## config.mk

```make
export PLATFORM = sky130hd
export DESIGN_NAME = fp_reg_stack
export DESIGN_NICKNAME = d
export VERILOG_FILES = /design/src/rtl/fps_pkg.sv /design/src/rtl/fps_tags.sv /design/src/rtl/fps_bank.sv /design/src/rtl/fps_ctrl.sv /design/src/rtl/fp_reg_stack.sv
export SDC_FILE = /design/constraint.sdc
export NUM_CORES = 1
export LEC_CHECK = 0
export ABC_AREA = 1
export BUFFER_PORTS_ARGS = -buffer_cell sky130_fd_sc_hd__buf_2
export CAP_MARGIN = 40
export CORE_AREA = 10 10 276 278
export DETAILED_ROUTE_END_ITERATION = 12
export DIE_AREA = 0 0 286 288
export GPL_TIMING_DRIVEN = 0
export PLACE_DENSITY = 0.74
export SLEW_MARGIN = 5
export SYNTH_ARGS = -nofsm -noshare
export SYNTH_HDL_FRONTEND = slang
export SYNTH_HIERARCHICAL = 1
export SYNTH_SLANG_ARGS = --single-unit
```

## constraint.sdc

```tcl
create_clock -name clk -period 8.6 [get_ports clk]
set_input_delay 0.43 -clock clk [delete_from_list [all_inputs] [get_ports clk]]
set_output_delay 0.43 -clock clk [all_outputs]
set_load 0.05 [all_outputs]
```

## src/rtl/fps_pkg.sv

```systemverilog
package fps_pkg;
    typedef enum logic [1:0] {
        OP_IDLE  = 2'd0,
        OP_PUSH  = 2'd1,
        OP_POP   = 2'd2,
        OP_WRITE = 2'd3
    } fps_op_e;
endpackage

```

## src/rtl/fps_tags.sv

```systemverilog
module fps_tags #(
    parameter int DEPTH = 8,
    localparam int IDX_W = $clog2(DEPTH)
) (
    input  logic             clk,
    input  logic             rst,
    input  logic             set_en,
    input  logic [IDX_W-1:0] set_slot,
    input  logic             clr_en,
    input  logic [IDX_W-1:0] clr_slot,
    output logic [DEPTH-1:0] tags
);
    logic [DEPTH-1:0] tags_q;

    always_ff @(posedge clk) begin
        if (rst) begin
            tags_q <= '0;
        end else begin
            if (set_en) tags_q[set_slot] <= 1'b1;
            if (clr_en) tags_q[clr_slot] <= 1'b0;
        end
    end

    assign tags = tags_q;

    assert_push_tags_R2: assert property (@(posedge clk) disable iff (rst)
        set_en && !clr_en |=> tags_q[$past(set_slot)]);

    assert_pop_clears_R4: assert property (@(posedge clk) disable iff (rst)
        clr_en && !set_en |=> !tags_q[$past(clr_slot)]);
endmodule

```

## src/rtl/fps_bank.sv

```systemverilog
module fps_bank #(
    parameter int DEPTH = 8,
    parameter int WIDTH = 80,
    localparam int IDX_W = $clog2(DEPTH)
) (
    input  logic             clk,
    input  logic             rst,
    input  logic             we,
    input  logic [IDX_W-1:0] waddr,
    input  logic [WIDTH-1:0] wdata,
    input  logic [IDX_W-1:0] raddr_a,
    input  logic [IDX_W-1:0] raddr_b,
    output logic [WIDTH-1:0] rdata_a,
    output logic [WIDTH-1:0] rdata_b
);
    logic [WIDTH-1:0] slot_q [DEPTH];

    always_ff @(posedge clk) begin
        if (we) slot_q[waddr] <= wdata;
    end

    assign rdata_a = slot_q[raddr_a];
    assign rdata_b = slot_q[raddr_b];

    assert_write_lands_R8: assert property (@(posedge clk) disable iff (rst)
        we ##1 (raddr_b == $past(waddr)) |-> rdata_b == $past(wdata));
endmodule

```

## src/rtl/fps_ctrl.sv

```systemverilog
module fps_ctrl
    import fps_pkg::*;
#(
    parameter int DEPTH = 8,
    localparam int IDX_W = $clog2(DEPTH)
) (
    input  logic             clk,
    input  logic             rst,
    input  fps_op_e          op,
    input  logic [IDX_W-1:0] idx,
    input  logic             wr_to_idx,
    input  logic             pop_en,
    input  logic [DEPTH-1:0] tags,
    output logic [IDX_W-1:0] tos,
    output logic [IDX_W-1:0] slot_b,
    output logic [IDX_W-1:0] slot_push,
    output logic             do_push,
    output logic             do_pop,
    output logic             do_write,
    output logic [IDX_W-1:0] wr_slot,
    output logic             ovf_flag,
    output logic             unf_flag
);
    logic [IDX_W-1:0] tos_q;
    logic             ovf_q, unf_q, ovf_n, unf_n;

    assign tos       = tos_q;
    assign slot_b    = IDX_W'(tos_q + idx);
    assign slot_push = IDX_W'(tos_q - 1'b1);

    // State register: top pointer and fault pulses
    always_ff @(posedge clk) begin
        if (rst) begin
            tos_q <= '0;
            ovf_q <= 1'b0;
            unf_q <= 1'b0;
        end else begin
            ovf_q <= ovf_n;
            unf_q <= unf_n;
            if (do_push)     tos_q <= slot_push;
            else if (do_pop) tos_q <= IDX_W'(tos_q + 1'b1);
        end
    end

    // Decode: each operation resolves to its accepted or refused transition
    always_comb begin
        do_push  = 1'b0;
        do_pop   = 1'b0;
        do_write = 1'b0;
        ovf_n    = 1'b0;
        unf_n    = 1'b0;
        wr_slot  = tos_q;
        unique case (op)
            OP_IDLE: ;
            OP_PUSH: begin
                if (tags[slot_push]) ovf_n = 1'b1;   // REJECT_FULL
                else                 do_push = 1'b1;
            end
            OP_POP: begin
                if (!tags[tos_q]) unf_n = 1'b1;      // REJECT_EMPTY
                else              do_pop = 1'b1;
            end
            OP_WRITE: begin
                if (!tags[tos_q] || !tags[slot_b]) begin
                    unf_n = 1'b1;                    // REJECT_EMPTY
                end else begin
                    do_write = 1'b1;
                    do_pop   = pop_en;
                    wr_slot  = wr_to_idx ? slot_b : tos_q;
                end
            end
            default: ;
        endcase
    end

    assign ovf_flag = ovf_q;
    assign unf_flag = unf_q;

    assert_push_moves_R2: assert property (@(posedge clk) disable iff (rst)
        do_push |=> tos_q == IDX_W'($past(tos_q) - 1'b1));

    assert_no_overflow_R3: assert property (@(posedge clk) disable iff (rst)
        (op == OP_PUSH) && tags[slot_push] |=> ovf_q && $stable(tos_q));

    assert_pop_moves_R4: assert property (@(posedge clk) disable iff (rst)
        do_pop |=> tos_q == IDX_W'($past(tos_q) + 1'b1));

    assert_empty_pop_R5: assert property (@(posedge clk) disable iff (rst)
        (op == OP_POP) && !tags[tos_q] |=> unf_q && $stable(tos_q));

    assert_idle_holds_R11: assert property (@(posedge clk) disable iff (rst)
        (op == OP_IDLE) |=> $stable(tos_q) && !ovf_q && !unf_q);

    assert_flags_excl_R11: assert property (@(posedge clk) disable iff (rst)
        !(ovf_q && unf_q));
endmodule

```

## src/rtl/fp_reg_stack.sv

```systemverilog
module fp_reg_stack
    import fps_pkg::*;
#(
    parameter int DEPTH = 8,
    parameter int WIDTH = 80,
    localparam int IDX_W = $clog2(DEPTH)
) (
    input  logic             clk,
    input  logic             rst,
    input  logic [1:0]       op,
    input  logic [IDX_W-1:0] idx,
    input  logic             rev,
    input  logic             wr_to_idx,
    input  logic             pop_en,
    input  logic [WIDTH-1:0] push_data,
    input  logic [WIDTH-1:0] wr_data,
    output logic [WIDTH-1:0] opnd_a,
    output logic [WIDTH-1:0] opnd_b,
    output logic [IDX_W-1:0] top_ptr,
    output logic             ovf_flag,
    output logic             unf_flag
);
    logic [DEPTH-1:0] tags;
    logic [IDX_W-1:0] tos, slot_b, slot_push, wr_slot;
    logic             do_push, do_pop, do_write;
    logic [WIDTH-1:0] top_val, idx_val;

    fps_ctrl #(.DEPTH(DEPTH)) u_ctrl (
        .clk(clk), .rst(rst), .op(fps_op_e'(op)), .idx(idx),
        .wr_to_idx(wr_to_idx), .pop_en(pop_en), .tags(tags),
        .tos(tos), .slot_b(slot_b), .slot_push(slot_push),
        .do_push(do_push), .do_pop(do_pop), .do_write(do_write),
        .wr_slot(wr_slot), .ovf_flag(ovf_flag), .unf_flag(unf_flag)
    );

    fps_tags #(.DEPTH(DEPTH)) u_tags (
        .clk(clk), .rst(rst),
        .set_en(do_push), .set_slot(slot_push),
        .clr_en(do_pop), .clr_slot(tos),
        .tags(tags)
    );

    fps_bank #(.DEPTH(DEPTH), .WIDTH(WIDTH)) u_bank (
        .clk(clk), .rst(rst),
        .we(do_push || do_write),
        .waddr(do_push ? slot_push : wr_slot),
        .wdata(do_push ? push_data : wr_data),
        .raddr_a(tos), .raddr_b(slot_b),
        .rdata_a(top_val), .rdata_b(idx_val)
    );

    assign opnd_a  = rev ? idx_val : top_val;
    assign opnd_b  = rev ? top_val : idx_val;
    assign top_ptr = tos;
endmodule

```

==> results of run 1 <==
## worst min-delay path by stage
stage / startpoint / end / slack (ps) / depth (start not counted)
3_5_place_dp: u_tags/tags[6]$_SDFF_PP0_ / u_tags/tags[6]$_SDFF_PP0_ / 460 / 2
3_3_place_gp: u_tags/tags[6]$_SDFF_PP0_ / u_tags/tags[6]$_SDFF_PP0_ / 450 / 2
5_1_grt: op[1] / u_ctrl/ovf_flag$_SDFF_PP0_ / 40 / 2
4_1_cts: op[1] / u_ctrl/ovf_flag$_SDFF_PP0_ / 10 / 2
6_report: op[1] / u_ctrl/ovf_flag$_SDFF_PP0_ / 40 / 2
2_1_floorplan: u_tags/tags[0]$_SDFF_PP0_ / u_tags/tags[0]$_SDFF_PP0_ / 440 / 2
## layout make-up
cell class	count	area share, %
inverter	686	5.82
buffer	302	4.42
tap	950	2.67
timing repair buffer	361	5.10
antenna	1	0.00563
multi-input combinational	3605	32.7
sequential	653	43.8
clock buffer	91	4.47
clock inverter	42	0.996
## where the power goes
group,internal [uW],switching (uW)
Sequential,4270,106
Combinational,2950,8890
Clock,1910,1280
Total,9130,10300
## state kept, by name, indices dropped and copies added (netlist names)
register and cells:
u_ctrl/ovf_flag 1, u_tags/tags 8, u_bank/slot_q 640, u_ctrl/tos 3, u_ctrl/unf_flag 1
## critical path, delay by kind of cell (launching register included)
family,cells,cell delay (ps)
adder cells (fa/ha/maj),1,460
buffers and inverters,6,1940
flip-flops,1,660
AND/OR/NAND/NOR,7,780
## synthesized netlist by cell type (all sizes together)
cell	number	area, um^2
a21oi	4	20.0
buf	275	1860
clkbuf	27	101
clkinv	1	5.00
dfxtp	13	260
edfxtp	640	19200
fa	1	20.0
ha	3	37.5
inv	685	2580
nand2	2882	10800
nand3	657	3290
nand4	2	12.5
nor2	43	179
nor4	1	6.26
o211ai	4	30.0
o21ai	5	25.0
or2	1	6.26
xnor2	2	25.0
## metal layers
| metal | vias to the layer above | GRT usage (%) | wire length [um] |
|---|---|---|---|
| li1 | 17100 | - | - |
| met1 | 16200 | 38.4 | 48100 |
| met2 | 2369 | 48.5 | 58700 |
| met3 | 418 | 6.65 | 15200 |
| met4 | 4 | 16.5 | 6620 |
| met5 | - | 0 | 24 |
## stage by stage
step	power [uW]	utilization (%)	cells	area, um^2	hold slack (ps)
2_1_floorplan	12500	-	5246	38500	437
3_3_place_gp	15800	58.4	6529	41400	455
3_5_place_dp	16000	59.3	6556	42000	461
4_1_cts	19200	62.7	6690	44500	14.5
5_1_grt	20500	62.7	6690	44500	44.0
6_report	19400	62.8	6691	44500	37.6
## what timing repair did
item / 4_1_cts / 5_1_grt
hold buffers: 1 / 0
hold endpoints to repair: 1 / 0
endpoints found under the setup margin: 0 / 0
## logic make-up (layout without fill, tap and decap cells)
| kind of cell | after synthesis | count (layout) |
|---|---|---|
| other | 0 | 1 |
| AO/OA/AOI/OAI | 13 | 13 |
| flip-flops | 653 | 653 |
| buffers and inverters | 988 | 1482 |
| XOR/XNOR | 2 | 2 |
| AND/OR/NAND/NOR | 3586 | 3586 |
| adder cells (fa/ha/maj) | 4 | 4 |
==> results.toml, run 1 <==
[worst_setup_path]
slowest_stage = "dfxtp_1"
path_class = "reg2out"
crit_top_cell = "nand2_1"
crit_arrival_ps = 4480
crit_path_start = "u_ctrl/tos[1]$_SDFFE_PP0P_"
cp_max_fo = 13
rrSetupSlack_ps = 3870
critPathCapture = "opnd_b[78]"
r2r_start = "u_ctrl/tos[1]$_SDFFE_PP0P_"
rr_worst_depth = 15
crit_chain = "inv_1 -> fa_1 -> inv_1 -> nand2_1 -> nand3_1 -> nand2_1 -> buf_2 -> inv_2 -> clkbuf_1 -> nand2_1 -> nand2_1 -> nand2_1 -> nand2_1 -> buf_2"
end_kind = "primary output"
cp.required_ps = 8170
cp-start-kind = "flip-flop"
r2r-end = "u_bank/slot_q[1][56]$_DFFE_PP_"
slowest_delay_ps = 660

[clock_tree]
cts_sinks = 653
clock_latency_ps = 620
cts_max_level = 3
cts_tree = "done"
clk_pin_slew_ps = 60
post-cts-setup-buffers = 0
numCtsBuffers = 72
cts_resized = 0
cts_max_path_buffers = 3
clock-root-buffer = "clkbuf_16"

[yosys]
ys_warn_count = 6
synth_top_family_by_area = "simple AND/OR/NAND/NOR gates"
synth_compound_area_share_pct = 0.195
netlist_instances = 5246
synth_area_um2 = 38500
synthMuxAreaShare_pct = 0
ys_seq_elements = 653
syn_avg_cell_area_um2 = 7.34
synthXorXnorAreaFrac_pct = 0.0650
synth_cell_type_count = 31
synth-simple-area-share_pct = 37.2
synth_fp_nets = 5420
yosysSeqAreaShare_pct = 50.6
synth-adder-area-share_pct = 0.149

[timing]
tns_ps = 0
final_hold_viol_count = 0
setup_viol = 0
worstMarginPinSlew_ps = 716
finalClockSkew_ps = 10.5
finalCritPeriodShare_pct = 57.1
timing.fmax_mhz = 204
slew_headroom_pct = 52.1
setup_slack_ps = 3690
maxSlewViolCount = 0
rsz0062_at_grt = "no"
period_minus_slack_ps = 4910

[final_layout]
regArea_um2 = 19500
drive_above_1_share_pct = 13.1
area_delta_synth_final_pct = 15.5
fillers = 6217
final_cell_mix = "nand2_1, inv_1, nand3_1"
fin_nets = 5855
final_common_cell = "nand2_1"
multi_input_area_um2 = 14600

[global_routing]
antenna_found_initial = 3
grt_usage_pct = 30.4
grt-ovfl-total = 0
grt_max_degree = 27
grt_pass1_vias = 34200
grt_first_pass_wirelength_mm = 194

[place]
gp_congestion = 0.947
post-place-ws_ps = 3960
numPortBuffers = 333
dp_hpwl_mm = 88.4

[run_status]
outcome = "finished clean"

[die]
die_y_um = 288
core_region_area_um2 = 70900
die_w_um = 286
start_util_pct = 54.4
die_area_um2 = 82400
io-pin-count = 335
rows = 98

[hold_path]
hold_class = "in2reg"

[route]
wl_mm = 129
ant_nets = 0
vias = 36100
avgRoutedWirePerCell_um = 19.2
routed_via_density = 5.39
drt_drc_violations_left = 0
drt_iter0_markers = 4928
first_pass_iters = 8

[pwr]
irDropWorstVdd_mv = 0.329
powerDensity_nw_per_um2 = 436
p_leak_uw = 0.0228

[run]
max_cap_violations = 0
Power figures use the tool's default switching activity.
==> run 2: changes to the inputs <==
- ABC_AREA: 1 -> 0
- CORE_AREA: 10 10 276 278 -> 10 10 259 261
- DIE_AREA: 0 0 286 288 -> 0 0 269 271
- PLACE_DENSITY: 0.74 -> 0.76
- clock period: 8.6 -> 4.2 ns (I/O delays scaled with it)
==> run 2 against run 1 <==
Compared with the run above: critical path depth shrank 3; clock skew grew 34 ps; final cell count shrank 56%; count of clock-buffer cells in the layout shrank 7; die area shrank 11%; critical endpoint is now opnd_a[1]; highest routed layer unchanged; critical path type unchanged; synthesized cell count shrank 70%; design area shrank 11%.
==> results.toml, run 2 <==
[final_layout]
area_delta_synth_final_pct = 19.4
regMostFlops = "u_bank/slot_q"
largest_reg_flops = 640
antenna_cells = 0
fin_cells = 2954
fin_nets = 2244
drive_above_1_share_pct = 63.6
final_common_cell = "edfxtp_1"
final_cell_mix = "edfxtp_1, buf_2, mux4_2"

[yosys]
netlist_instances = 1591
synth_area_um2 = 33200
synth_top_area_share_pct = 58.0
syn_avg_cell_area_um2 = 20.8
yosysSeqAreaShare_pct = 58.7
synth_flop_cell = "edfxtp_1"
yosysTopAreaCell = "edfxtp_1"
synthTopCellsByCount = "edfxtp_1, mux4_2, mux2_2, mux2_4, buf_2"
synth.area.top_cells = "edfxtp_1, mux4_2, mux2_2, mux2_4, buf_6"
synth.most_common_cell = "edfxtp_1"
synth_enable_flop_cells = 640
ys_seq_elements = 653
synth_cell_type_count = 42
ys_warn_count = 6
async_reset_ff_share_pct = 0
synth_fp_nets = 1765

[run]
max_cap_violations = 0

[worst_setup_path]
crit_chain = "ha_1 -> inv_1 -> fa_1 -> xnor3_2 -> buf_6 -> buf_6 -> buf_4 -> mux4_2 -> mux2_2 -> mux2_2 -> buf_2"
cp_max_fo = 10
crit_arrival_ps = 3950
slowest_stage = "dfxtp_4"
slowest_delay_ps = 440
cp.buffers_inverters = 5
path_class = "reg2out"
critPathTopFamily = "buffers and inverters"
cp.required_ps = 3990
end_kind = "primary output"
cp-start-kind = "flip-flop"

[clock_tree]
clock-root-buffer = "clkbuf_16"
numCtsBuffers = 66
cts_max_path_buffers = 3
cts_tree = "done"
cts_max_level = 3
clock_latency_ps = 620
clk_pin_slew_ps = 70
cts_sinks = 653

[die]
io-pin-count = 335
rows = 91
die_y_um = 271
die_w_um = 269
core_region_area_um2 = 61600
die_area_um2 = 72900
start_util_pct = 53.8

[route]
ant_nets = 0
avgRoutedWirePerCell_um = 30.5
drt_drc_violations_left = 0
vias = 18800
drt_iter0_markers = 1843
routed_via_density = 6.38
first_pass_iters = 7
wl_mm = 90.2

[timing]
finalCritPeriodShare_pct = 99.1
timing.fmax_mhz = 240
final_hold_viol_count = 0
finalClockSkew_ps = 44.1
period_minus_slack_ps = 4160
slew_headroom_pct = 42.3
worstMarginPinSlew_ps = 866
maxSlewViolCount = 0
setup_viol = 0

[place]
dp.cells = 2809
dp_hpwl_mm = 60.8
numPortBuffers = 333
gp_congestion = 0.781

[global_routing]
grt_first_pass_wirelength_mm = 131
grt-ovfl-total = 0
grt_max_degree = 21
grt_usage_pct = 24.8
antenna_found_initial = 1
grt_pass1_vias = 20400

[pwr]
powerDensity_nw_per_um2 = 523
power.total_uw = 20700
p_leak_uw = 0.0136
irDropWorstVdd_mv = 0.307

[hold_path]
hold_class = "in2reg"

[run_status]
outcome = "finished clean"
## run 2: changes by cell type in the layout (fill, tap and decap cells not counted), moves of 15 or more
cell / previous run / this run
buf_16: 7 / 28
buf_2: 488 / 364
nand3_1: 656 / 2
nand2_1: 2877 / 5
mux2_2: 0 / 304
inv_1: 677 / 15
nor2_1: 32 / 5
mux2_4: 0 / 100
clkbuf_2: 0 / 15
mux4_2: 0 / 326
buf_6: 64 / 42
## run 2: metal layers
metal  track usage [%]  share of wire [%]
met1              30.0                 36
met2              42.7                 52
met3              5.62                9.0
met4              9.21                3.1
met5                 0              0.010
## run 2: logic make-up (layout without fill, tap and decap cells)
group                    Yosys count  count (layout)  synth area share [%]
multiplexers                     736             736                  37.2
flip-flops                       653             653                  58.7
buffers and inverters            136             662                  2.56
AND/OR/NAND/NOR                   43              43                 0.785
AO/OA/AOI/OAI                     15              15                 0.385
adder cells (fa/ha/maj)            4               4                 0.174
XOR/XNOR                           4               4                 0.151
## run 2: worst paths after layout
| kind | start | end | slack, ps | depth (start not counted) |
|---|---|---|---|---|
| worst max-delay path | u_ctrl/tos[0]$_SDFFE_PP0P_ | opnd_a[1] | 40 | 11 |
| worst min-delay path | push_data[77] | u_bank/slot_q[4][77]$_DFFE_PP_ | 20 | 2 |
| worst max register to register | u_ctrl/tos[0]$_SDFFE_PP0P_ | u_bank/slot_q[5][17]$_DFFE_PP_ | 60 | 13 |
| worst min register to register | u_tags/tags[5]$_SDFF_PP0_ | u_tags/tags[5]$_SDFF_PP0_ | 520 | 2 |
## run 2: area by class of cell
type                       instances  area (um^2)
buffer                           120          871
clock buffer                      84         1810
clock inverter                    31          335
fill                            4152        22000
inverter                          16         63.8
multi-input combinational        802        12900
sequential                       653        19500
tap                              837         1050
timing repair buffer             411         3010
## run 2: per-stage QoR
stage / utilization [%] / setup WS, ps / cell area [um^2] / TNS [ps] / hold WS (ps)
6_report: 64.3 / 38.3 / 39600 / 0 / 20.0
2_1_floorplan: - / -745 / 33300 / -168530 / 270
5_1_grt: 64.3 / -16.0 / 39600 / -24.5 / 26.4
3_3_place_gp: 58.4 / -3580 / 36000 / -1482550 / 480
3_5_place_dp: 60.2 / -493 / 37100 / -122890 / 505
4_1_cts: 64.2 / 10.2 / 39500 / 0 / 0.359
## run 2: power by group
| part | internal [uW] | total, uW | switching [uW] |
|---|---|---|---|
| clock | 3480 | 5870 | 2390 |
| combinational | 2830 | 7230 | 4410 |
| sequential | 7500 | 7600 | 100 |
| total | 13800 | 20700 | 6890 |
## run 2: timing repair
item | in CTS | in global routing
gates resized for setup | 29 | 14
setup buffers | 19 | 2
endpoints found under the hold margin | 36 | 0
hold buffers | 9 | 0
pin swaps | 9 | 1
setup endpoints to repair | 754 | 138
